### src/rtl/fwl_pkg.sv
package fwl_pkg;
    localparam int WORD_W   = 32;
    localparam int FREQ_W   = 20;
    localparam int SLOT_W   = 8;
    localparam int SPARE_W  = WORD_W - 1 - SLOT_W - FREQ_W;

    // Bit layout of the control register: strobe at the top,
    // slot above the frequency field, frequency in the low bits.
    typedef struct packed {
        logic               strobe;
        logic [SPARE_W-1:0] spare;
        logic [SLOT_W-1:0]  slot;
        logic [FREQ_W-1:0]  freq;
    } ctrl_word_t;

    typedef enum logic {
        ST_ARMED = 1'b0,
        ST_HELD  = 1'b1
    } seq_state_t;

    function automatic logic slot_valid(input logic [SLOT_W-1:0] slot, input int depth);
        return int'(slot) < depth;
    endfunction
endpackage

### src/rtl/fwl_ctrl_reg.sv
module fwl_ctrl_reg
    import fwl_pkg::*;
(
    input  logic                clk,
    input  logic                rst,
    input  logic                wr_en,
    input  logic [WORD_W-1:0]   wr_data,
    output logic                strobe,
    output logic [SLOT_W-1:0]   slot,
    output logic [FREQ_W-1:0]   freq
);
    ctrl_word_t word_q;
    logic       unused_spare;

    always_ff @(posedge clk) begin
        if (rst) begin
            word_q <= '0;
        end else if (wr_en) begin
            word_q <= ctrl_word_t'(wr_data);
        end
    end

    assign strobe       = word_q.strobe;
    assign slot         = word_q.slot;
    assign freq         = word_q.freq;
    assign unused_spare = ^word_q.spare;

    // The register only changes on a bus write (R10 relies on this)
    assert_reg_hold_R10: assert property (@(posedge clk) disable iff (rst)
        !wr_en |=> $stable(word_q));
endmodule

### src/rtl/fwl_seq.sv
module fwl_seq
    import fwl_pkg::*;
#(
    parameter int DEPTH = 128,
    localparam int CNT_W = $clog2(DEPTH + 1)
) (
    input  logic                clk,
    input  logic                rst,
    input  logic                strobe,
    input  logic [SLOT_W-1:0]   slot,
    input  logic [FREQ_W-1:0]   freq,
    output logic                st_we,
    output logic [SLOT_W-1:0]   st_slot,
    output logic [FREQ_W-1:0]   st_freq,
    output logic                set_ok,
    output logic                gen_start
);
    seq_state_t         state_q;
    logic [CNT_W-1:0]   cnt_q;
    logic               we_q;
    logic               ok_q;
    logic               gen_q;
    logic [SLOT_W-1:0]  slot_q;
    logic [FREQ_W-1:0]  freq_q;
    logic               accept;
    logic               full_now;

    assign accept   = (state_q == ST_ARMED) && strobe && slot_valid(slot, DEPTH);
    assign full_now = (cnt_q == CNT_W'(DEPTH));

    always_ff @(posedge clk) begin
        if (rst) begin
            state_q <= ST_ARMED;
            cnt_q   <= '0;
            we_q    <= 1'b0;
            ok_q    <= 1'b0;
            gen_q   <= 1'b0;
            slot_q  <= '0;
            freq_q  <= '0;
        end else begin
            we_q  <= 1'b0;
            gen_q <= ok_q;
            if (we_q && full_now) begin
                ok_q <= 1'b1;
            end
            unique case (state_q)
                ST_ARMED: begin
                    if (strobe) begin
                        state_q <= ST_HELD;
                    end
                    if (accept) begin
                        we_q   <= 1'b1;
                        slot_q <= slot;
                        freq_q <= freq;
                        if (slot == '0) begin
                            cnt_q <= CNT_W'(1);
                            ok_q  <= 1'b0;
                        end else if (!full_now) begin
                            cnt_q <= cnt_q + CNT_W'(1);
                        end
                    end
                end
                ST_HELD: begin
                    if (!strobe) begin
                        state_q <= ST_ARMED;
                    end
                end
                default: state_q <= ST_ARMED;
            endcase
        end
    end

    assign st_we     = we_q;
    assign st_slot   = slot_q;
    assign st_freq   = freq_q;
    assign set_ok    = ok_q;
    assign gen_start = gen_q;

    assert_store_pulse_R3: assert property (@(posedge clk) disable iff (rst)
        we_q |=> !we_q);
    assert_store_needs_strobe_R3: assert property (@(posedge clk) disable iff (rst)
        we_q |-> $past(strobe));
    assert_one_per_high_R4: assert property (@(posedge clk) disable iff (rst)
        (state_q == ST_HELD && strobe) |=> !we_q);
    assert_slot_in_range_R5: assert property (@(posedge clk) disable iff (rst)
        we_q |-> (int'(slot_q) < DEPTH));
    assert_ok_after_store_R6: assert property (@(posedge clk) disable iff (rst)
        $rose(ok_q) |-> $past(we_q));
    assert_gen_follows_ok_R7: assert property (@(posedge clk) disable iff (rst)
        gen_q == $past(ok_q));
endmodule

### src/rtl/fwl_table.sv
module fwl_table
    import fwl_pkg::*;
#(
    parameter int DEPTH = 128,
    localparam int IDX_W = (DEPTH > 1) ? $clog2(DEPTH) : 1
) (
    input  logic                clk,
    input  logic                rst,
    input  logic                wr_en,
    input  logic [SLOT_W-1:0]   wr_slot,
    input  logic [FREQ_W-1:0]   wr_freq,
    input  logic [SLOT_W-1:0]   rd_slot,
    output logic [FREQ_W-1:0]   rd_freq
);
    logic [FREQ_W-1:0] mem [DEPTH];
    logic [IDX_W-1:0]  wr_idx;
    logic [IDX_W-1:0]  rd_idx;

    assign wr_idx = wr_slot[IDX_W-1:0];
    assign rd_idx = rd_slot[IDX_W-1:0];

    always_ff @(posedge clk) begin
        if (wr_en) begin
            mem[wr_idx] <= wr_freq;
        end
    end

    always_comb begin
        if (slot_valid(rd_slot, DEPTH)) begin
            rd_freq = mem[rd_idx];
        end else begin
            rd_freq = '0;
        end
    end

    assert_store_lands_R9: assert property (@(posedge clk) disable iff (rst)
        wr_en |=> (mem[$past(wr_idx)] == $past(wr_freq)));
endmodule

### src/rtl/freq_loader.sv
module freq_loader
    import fwl_pkg::*;
#(
    parameter int DEPTH = 128
) (
    input  logic                clk,
    input  logic                rst,
    input  logic                bus_we,
    input  logic [WORD_W-1:0]   bus_wdata,
    input  logic [SLOT_W-1:0]   rd_addr,
    output logic [FREQ_W-1:0]   rd_data,
    output logic                buf_we,
    output logic                freq_ok,
    output logic                gen_we
);
    logic               c_strobe;
    logic [SLOT_W-1:0]  c_slot;
    logic [FREQ_W-1:0]  c_freq;
    logic               s_we;
    logic [SLOT_W-1:0]  s_slot;
    logic [FREQ_W-1:0]  s_freq;

    fwl_ctrl_reg u_ctrl (
        .clk     (clk),
        .rst     (rst),
        .wr_en   (bus_we),
        .wr_data (bus_wdata),
        .strobe  (c_strobe),
        .slot    (c_slot),
        .freq    (c_freq)
    );

    fwl_seq #(.DEPTH(DEPTH)) u_seq (
        .clk       (clk),
        .rst       (rst),
        .strobe    (c_strobe),
        .slot      (c_slot),
        .freq      (c_freq),
        .st_we     (s_we),
        .st_slot   (s_slot),
        .st_freq   (s_freq),
        .set_ok    (freq_ok),
        .gen_start (gen_we)
    );

    fwl_table #(.DEPTH(DEPTH)) u_table (
        .clk     (clk),
        .rst     (rst),
        .wr_en   (s_we),
        .wr_slot (s_slot),
        .wr_freq (s_freq),
        .rd_slot (rd_addr),
        .rd_freq (rd_data)
    );

    assign buf_we = s_we;

    assert_reset_quiet_R1: assert property (@(posedge clk)
        $past(rst) |-> (!buf_we && !freq_ok && !gen_we));
endmodule

### config.mk
export PLATFORM = sky130hd
export DESIGN_NAME = freq_loader
export DESIGN_NICKNAME = d
export VERILOG_FILES = /design/src/rtl/fwl_pkg.sv /design/src/rtl/fwl_ctrl_reg.sv /design/src/rtl/fwl_seq.sv /design/src/rtl/fwl_table.sv /design/src/rtl/freq_loader.sv
export SDC_FILE = /design/constraint.sdc
export NUM_CORES = 2
export LEC_CHECK = 0
export BUFFER_PORTS_ARGS = -buffer_cell sky130_fd_sc_hd__buf_2
export CORE_MARGIN = 4
export CORE_UTILIZATION = 40
export CTS_CLUSTER_SIZE = 12
export DETAILED_ROUTE_END_ITERATION = 16
export PLACE_DENSITY = 0.65
export SYNTH_ARGS = -nofsm -noshare
export SYNTH_HDL_FRONTEND = slang
export SYNTH_SLANG_ARGS = --single-unit
### constraint.sdc
create_clock -name clk -period 3.6 [get_ports clk]
set_input_delay 0.72 -clock clk [delete_from_list [all_inputs] [get_ports clk]]
set_output_delay 0.72 -clock clk [all_outputs]
set_load 0.02 [all_outputs]
==> Flow_metrics.wiki <==
{| class="wikitable"
! Metric !! Value
|-
| Share of flip-flops with an asynchronous set or reset after synthesis || 0%
|-
| Clock Pin Slew Worst Setup and Hold Paths || about 60 ps
|-
| Antenna violations before repair || 12
|-
| Number of DRC violations after detailed routing || 0
|-
| Met1 track demand over resource in global routing || roughly 27%
|-
| Avg Synthesized Cell Area || roughly 20 µm²
|-
| Count of placed standard cells in the final layout, fillers left out || 9,220
|-
| Time the worst path needs with I/O delays and setup || around 4200 ps
|-
| Hold_ws || roughly 62 ps
|-
| Total power density per cell area || about 520 nW/µm²
|-
| Synthesis warning total || 0
|-
| Post-Place Cell Area || around 110,000 µm²
|-
| Wire length of the first global-routing pass || approximately 370,000 µm
|-
| Wirelength per Cell || approximately 28 µm
|-
| Family with the most delay on the worst path || buffers and inverters
|-
| Kind of end point of the critical path || primary output
|-
| Syn Nets || between 4k and 5k
|-
| Total power draw || 62,060 µW
|-
| Kind of start point of the critical path || input port
|-
| Layout Nets || a little under 6k
|-
| Sw power || 12,590 µW
|-
| Remaining Overflow, GRT || 0
|-
| Failing checks || negative setup slack
|-
| Largest net degree at the start of global routing || ~130
|-
| F_max || 240.6 MHz
|-
| Critical Setup Path Class || input port to primary output
|-
| Period utilization || 115.4%
|-
| Mapped cell area || roughly 100,000 µm²
|-
| Worst-case clock skew || 75.93 ps
|-
| Sum of routed wire length over all layers || 258,200 µm
|-
| Clk pwr share || between 40% and 50%
|-
| Commonest cells after routing, fill and taps aside || 2,560 x sky130_fd_sc_hd__edfxtp_1, 607 x sky130_fd_sc_hd__buf_4, 513 x sky130_fd_sc_hd__mux2i_1, 398 x sky130_fd_sc_hd__mux4_2, 298 x sky130_fd_sc_hd__a22oi_1
|-
| Number of clock sinks || between 2k and 3k
|-
| Headroom to the max-slew limit || roughly 16%
|-
| Master cell of the clock root buffer || sky130_fd_sc_hd__clkbuf_16
|-
| Busiest layer in global routing || met2
|-
| Run status || finished, violations left
|-
| Initial drt markers || around 6.2k
|-
| Path type of the worst min-delay path || input port to register
|-
| Post-synth top flop || sky130_fd_sc_hd__edfxtp_1
|-
| Power Internal || roughly 49,000 µW
|-
| Antenna-violating nets left || 0
|-
| Number of top-level design ports || 66
|-
| Flop pwr share || a little over half
|-
| Chip Width || 508.2 µm
|-
| Most common cell after layout, fill and taps aside || sky130_fd_sc_hd__edfxtp_1
|-
| Total number of vias || between 50k and 60k
|-
| Post-Synthesis Cells || 4,916
|-
| Layout area overhead || 19.88%
|-
| Synthesized flop and latch total || 2,628
|-
| Worst VDD drop || 0.3787 mV
|-
| Leakage power summed over all cells || 0.04001 µW
|-
| Met3 Usage GRT || under 10%
|-
| Area of the die || 258,300 µm²
|-
| Fillers || approximately 20k
|-
| Clock latency on the worst-skew pair || ~920 ps
|-
| Initial core utilization || roughly two fifths
|-
| Data required, critical path || roughly 2900 ps
|-
| Number of global-route vias before repair || 52.02k
|-
| Share of post-route cells with drive strength above 1 || a little under a third
|-
| Number of enable flip-flop cells after synthesis || roughly 2.6k
|-
| Relative contribution of combinational cells to total power || ~4.6%
|-
| Switching Share || 20.28%
|-
| Cells along the critical path || buf_8, buf_12, buf_4, buf_4, mux4_2, a22oi_2, nand4_1, buf_4, nor2_4, a41oi_4, buf_6
|-
| Max Slew Vio Count || 0
|-
| Crit path buffers/inverters || 6
|-
| Cell row count || roughly 180
|-
| Die Y-Extent || a little over 500 µm
|-
| Placeable core area || approximately 250,000 µm²
|-
| Final critical-path setup slack || -555.4 ps
|-
| Number of placed cells counting well taps || 8,749
|-
| Finish-stage setup viols || 20
|-
| Max-cap violation count || 0
|-
| Number of failing hold endpoints at the final stage || 0
|-
| TritonCTS clock tree || done
|-
| Number of buffers created by CTS || roughly 280
|-
| Fraction of met2 tracks used by global routing || between 30% and 40%
|-
| GRT Resource Usage Total || roughly a fifth
|-
| Number of H-tree branching levels || 5
|-
| Via-per-instance ratio || ~5.7
|-
| Arrival time reported for the critical path endpoint || roughly 3400 ps
|-
| Crit-path most repeated cell || sky130_fd_sc_hd__buf_4
|-
| Unrepaired setup endpoints after global routing || true
|-
| Pre-Repair DR Iteration Count || 5
|-
| Largest incremental delay on the critical path || about 480 ps
|-
| Port Buffer Count || 62
|-
| Largest fanout on the critical path || 18
|-
| Fraction of the yosys area taken by sequential cells || roughly four fifths
|-
| Pin slew with the least headroom to its limit || 1257 ps
|-
| Detailed placer's ending HPWL || 159,900 µm
|-
| Critical-path cell with the highest stage delay || sky130_fd_sc_hd__nand4_1
|-
| Post-layout instance area || ~120,000 µm²
|-
| Worst-case clock buffer depth || 4
|-
| GPL Wtd Cong || between 0.8 and 0.9
|-
| Number of distinct standard cells referenced by the synthesized netlist || between 40 and 50
|}
## final cells by class
type	count	area (µm²)	share of cell area, %
flip-flops and latches	2628	78310	65.27
multi-input cells	2001	21420	17.85
repair buffers	838	8150	6.793
clock buffers	361	7523	6.270
well taps	3330	4167	3.473
clock inverters	53	389.1	0.3243
inverters	4	15.01	0.01251
diodes	5	12.51	0.01043
## registers in the layout, summed over array words and instances, names as in the netlist, 7 cells and up
name,flops
u_seq.cnt_q,8
u_table.mem,2560
u_ctrl.slot,8
u_seq.st_slot,7
u_seq.st_freq,20
u_ctrl.freq,20
## power groups by stage
stage / Sequential [µW] / Combinational [µW] / Clock [µW]
5_1_grt: 33300 / 3020 / 27600
3_5_place_dp: 34000 / 2650 / 0
4_1_cts: 33400 / 2820 / 26300
2_1_floorplan: 34000 / 1370 / 0
6_report: 33400 / 2870 / 25800
3_3_place_gp: 34000 / 2630 / 0
## metrics by stage
| step | utilization [%] | setup WS, ps | setup TNS, ps |
|---|---|---|---|
| after CTS | 48.03 | -610.1 | -8253 |
| final | 48.21 | -555.4 | -8298 |
| after detailed placement | 44.39 | -1297 | -15030 |
| after floorplan | - | 495.4 | 0 |
| after global placement | 44.39 | -1336 | -15030 |
| after global routing | 48.21 | -725.7 | -9747 |
## path summary, 6_finish.rpt
kind	start	slack [ps]	to	depth (start not counted)
max	rd_addr[1]	-560	rd_data[12]	11
min	bus_wdata[11]	60	u_ctrl.freq[11]$_SDFFE_PP0P_	3
max reg2reg	u_seq.st_slot[1]$_SDFFE_PP0P_	650	u_table.mem[110][19]$_DFFE_PP_	5
min reg2reg	u_ctrl.freq[14]$_SDFFE_PP0P_	460	u_seq.st_freq[14]$_SDFFE_PP0P_	2
## worst reg2reg max path: stages (launching register included)
cell,delay (ps)
sky130_fd_sc_hd__dfxtp_1,810
sky130_fd_sc_hd__nor2b_1,340
sky130_fd_sc_hd__nand3_1,480
sky130_fd_sc_hd__buf_4,390
sky130_fd_sc_hd__nor2_2,150
sky130_fd_sc_hd__buf_4,360
## timing repair
| item | 4_1_cts | 5_1_grt |
|---|---|---|
| setup endpoints to repair | 20 | 20 |
| pin swaps | 30 | 23 |
| hold buffers | 14 | 0 |
| cloned | 10 | 1 |
| setup buffers | 13 | 17 |
| hold endpoints to repair | 14 | 0 |
| gates resized for setup | 141 | 57 |
## cell usage after synthesis, types with 2 or more instances
cell type	instances	area share, %
sky130_fd_sc_hd__edfxtp_1	2560	77
sky130_fd_sc_hd__mux2i_1	513	5.1
sky130_fd_sc_hd__mux4_2	398	9.0
sky130_fd_sc_hd__a22oi_1	357	2.7
sky130_fd_sc_hd__nor2_1	195	0.73
sky130_fd_sc_hd__nand2_1	152	0.57
sky130_fd_sc_hd__buf_2	123	0.62
sky130_fd_sc_hd__clkbuf_1	114	0.43
sky130_fd_sc_hd__a21oi_1	91	0.46
sky130_fd_sc_hd__nand3_1	74	0.37
sky130_fd_sc_hd__dfxtp_1	68	1.4
sky130_fd_sc_hd__nand4_1	64	0.40
sky130_fd_sc_hd__a31oi_1	39	0.24
sky130_fd_sc_hd__a41oi_1	20	0.18
sky130_fd_sc_hd__a221oi_1	19	0.17
sky130_fd_sc_hd__buf_4	18	0.14
sky130_fd_sc_hd__nor3_1	18	0.090
sky130_fd_sc_hd__nor2b_1	16	0.10
sky130_fd_sc_hd__buf_1	14	0.053
sky130_fd_sc_hd__buf_6	13	0.15
sky130_fd_sc_hd__nand2b_1	5	0.031
sky130_fd_sc_hd__xor2_1	5	0.044
sky130_fd_sc_hd__a22o_1	4	0.035
sky130_fd_sc_hd__inv_1	4	0.015
sky130_fd_sc_hd__nor4b_1	4	0.035
sky130_fd_sc_hd__and2_1	3	0.019
sky130_fd_sc_hd__a32oi_1	2	0.018
sky130_fd_sc_hd__and3_1	2	0.012
sky130_fd_sc_hd__ha_1	2	0.025
sky130_fd_sc_hd__nor2_2	2	0.012
sky130_fd_sc_hd__nor3_2	2	0.020
sky130_fd_sc_hd__or3_1	2	0.012
## per-layer routing
metal	share of wire, %	routed length, µm
met5	0.0070	18
met4	3.6	9177
met3	9.8	25410
met2	47	120500
met1	40	103100
## cell families (layout without fill, tap and decap cells)
family                   Yosys count  in the layout  share of synthesized area (%)
XOR/XNOR                           6              6                        0.05250
multiplexers                     911            911                          14.09
adder cells (fa/ha/maj)            2              2                        0.02500
buffers and inverters            287           1256                          1.396
flip-flops                      2628           2628                          78.16
AND/OR/NAND/NOR                  545            545                          2.466
other                              0              5                              0
AO/OA/AOI/OAI                    537            537                          3.809
(Power assumes the default switching activity.)
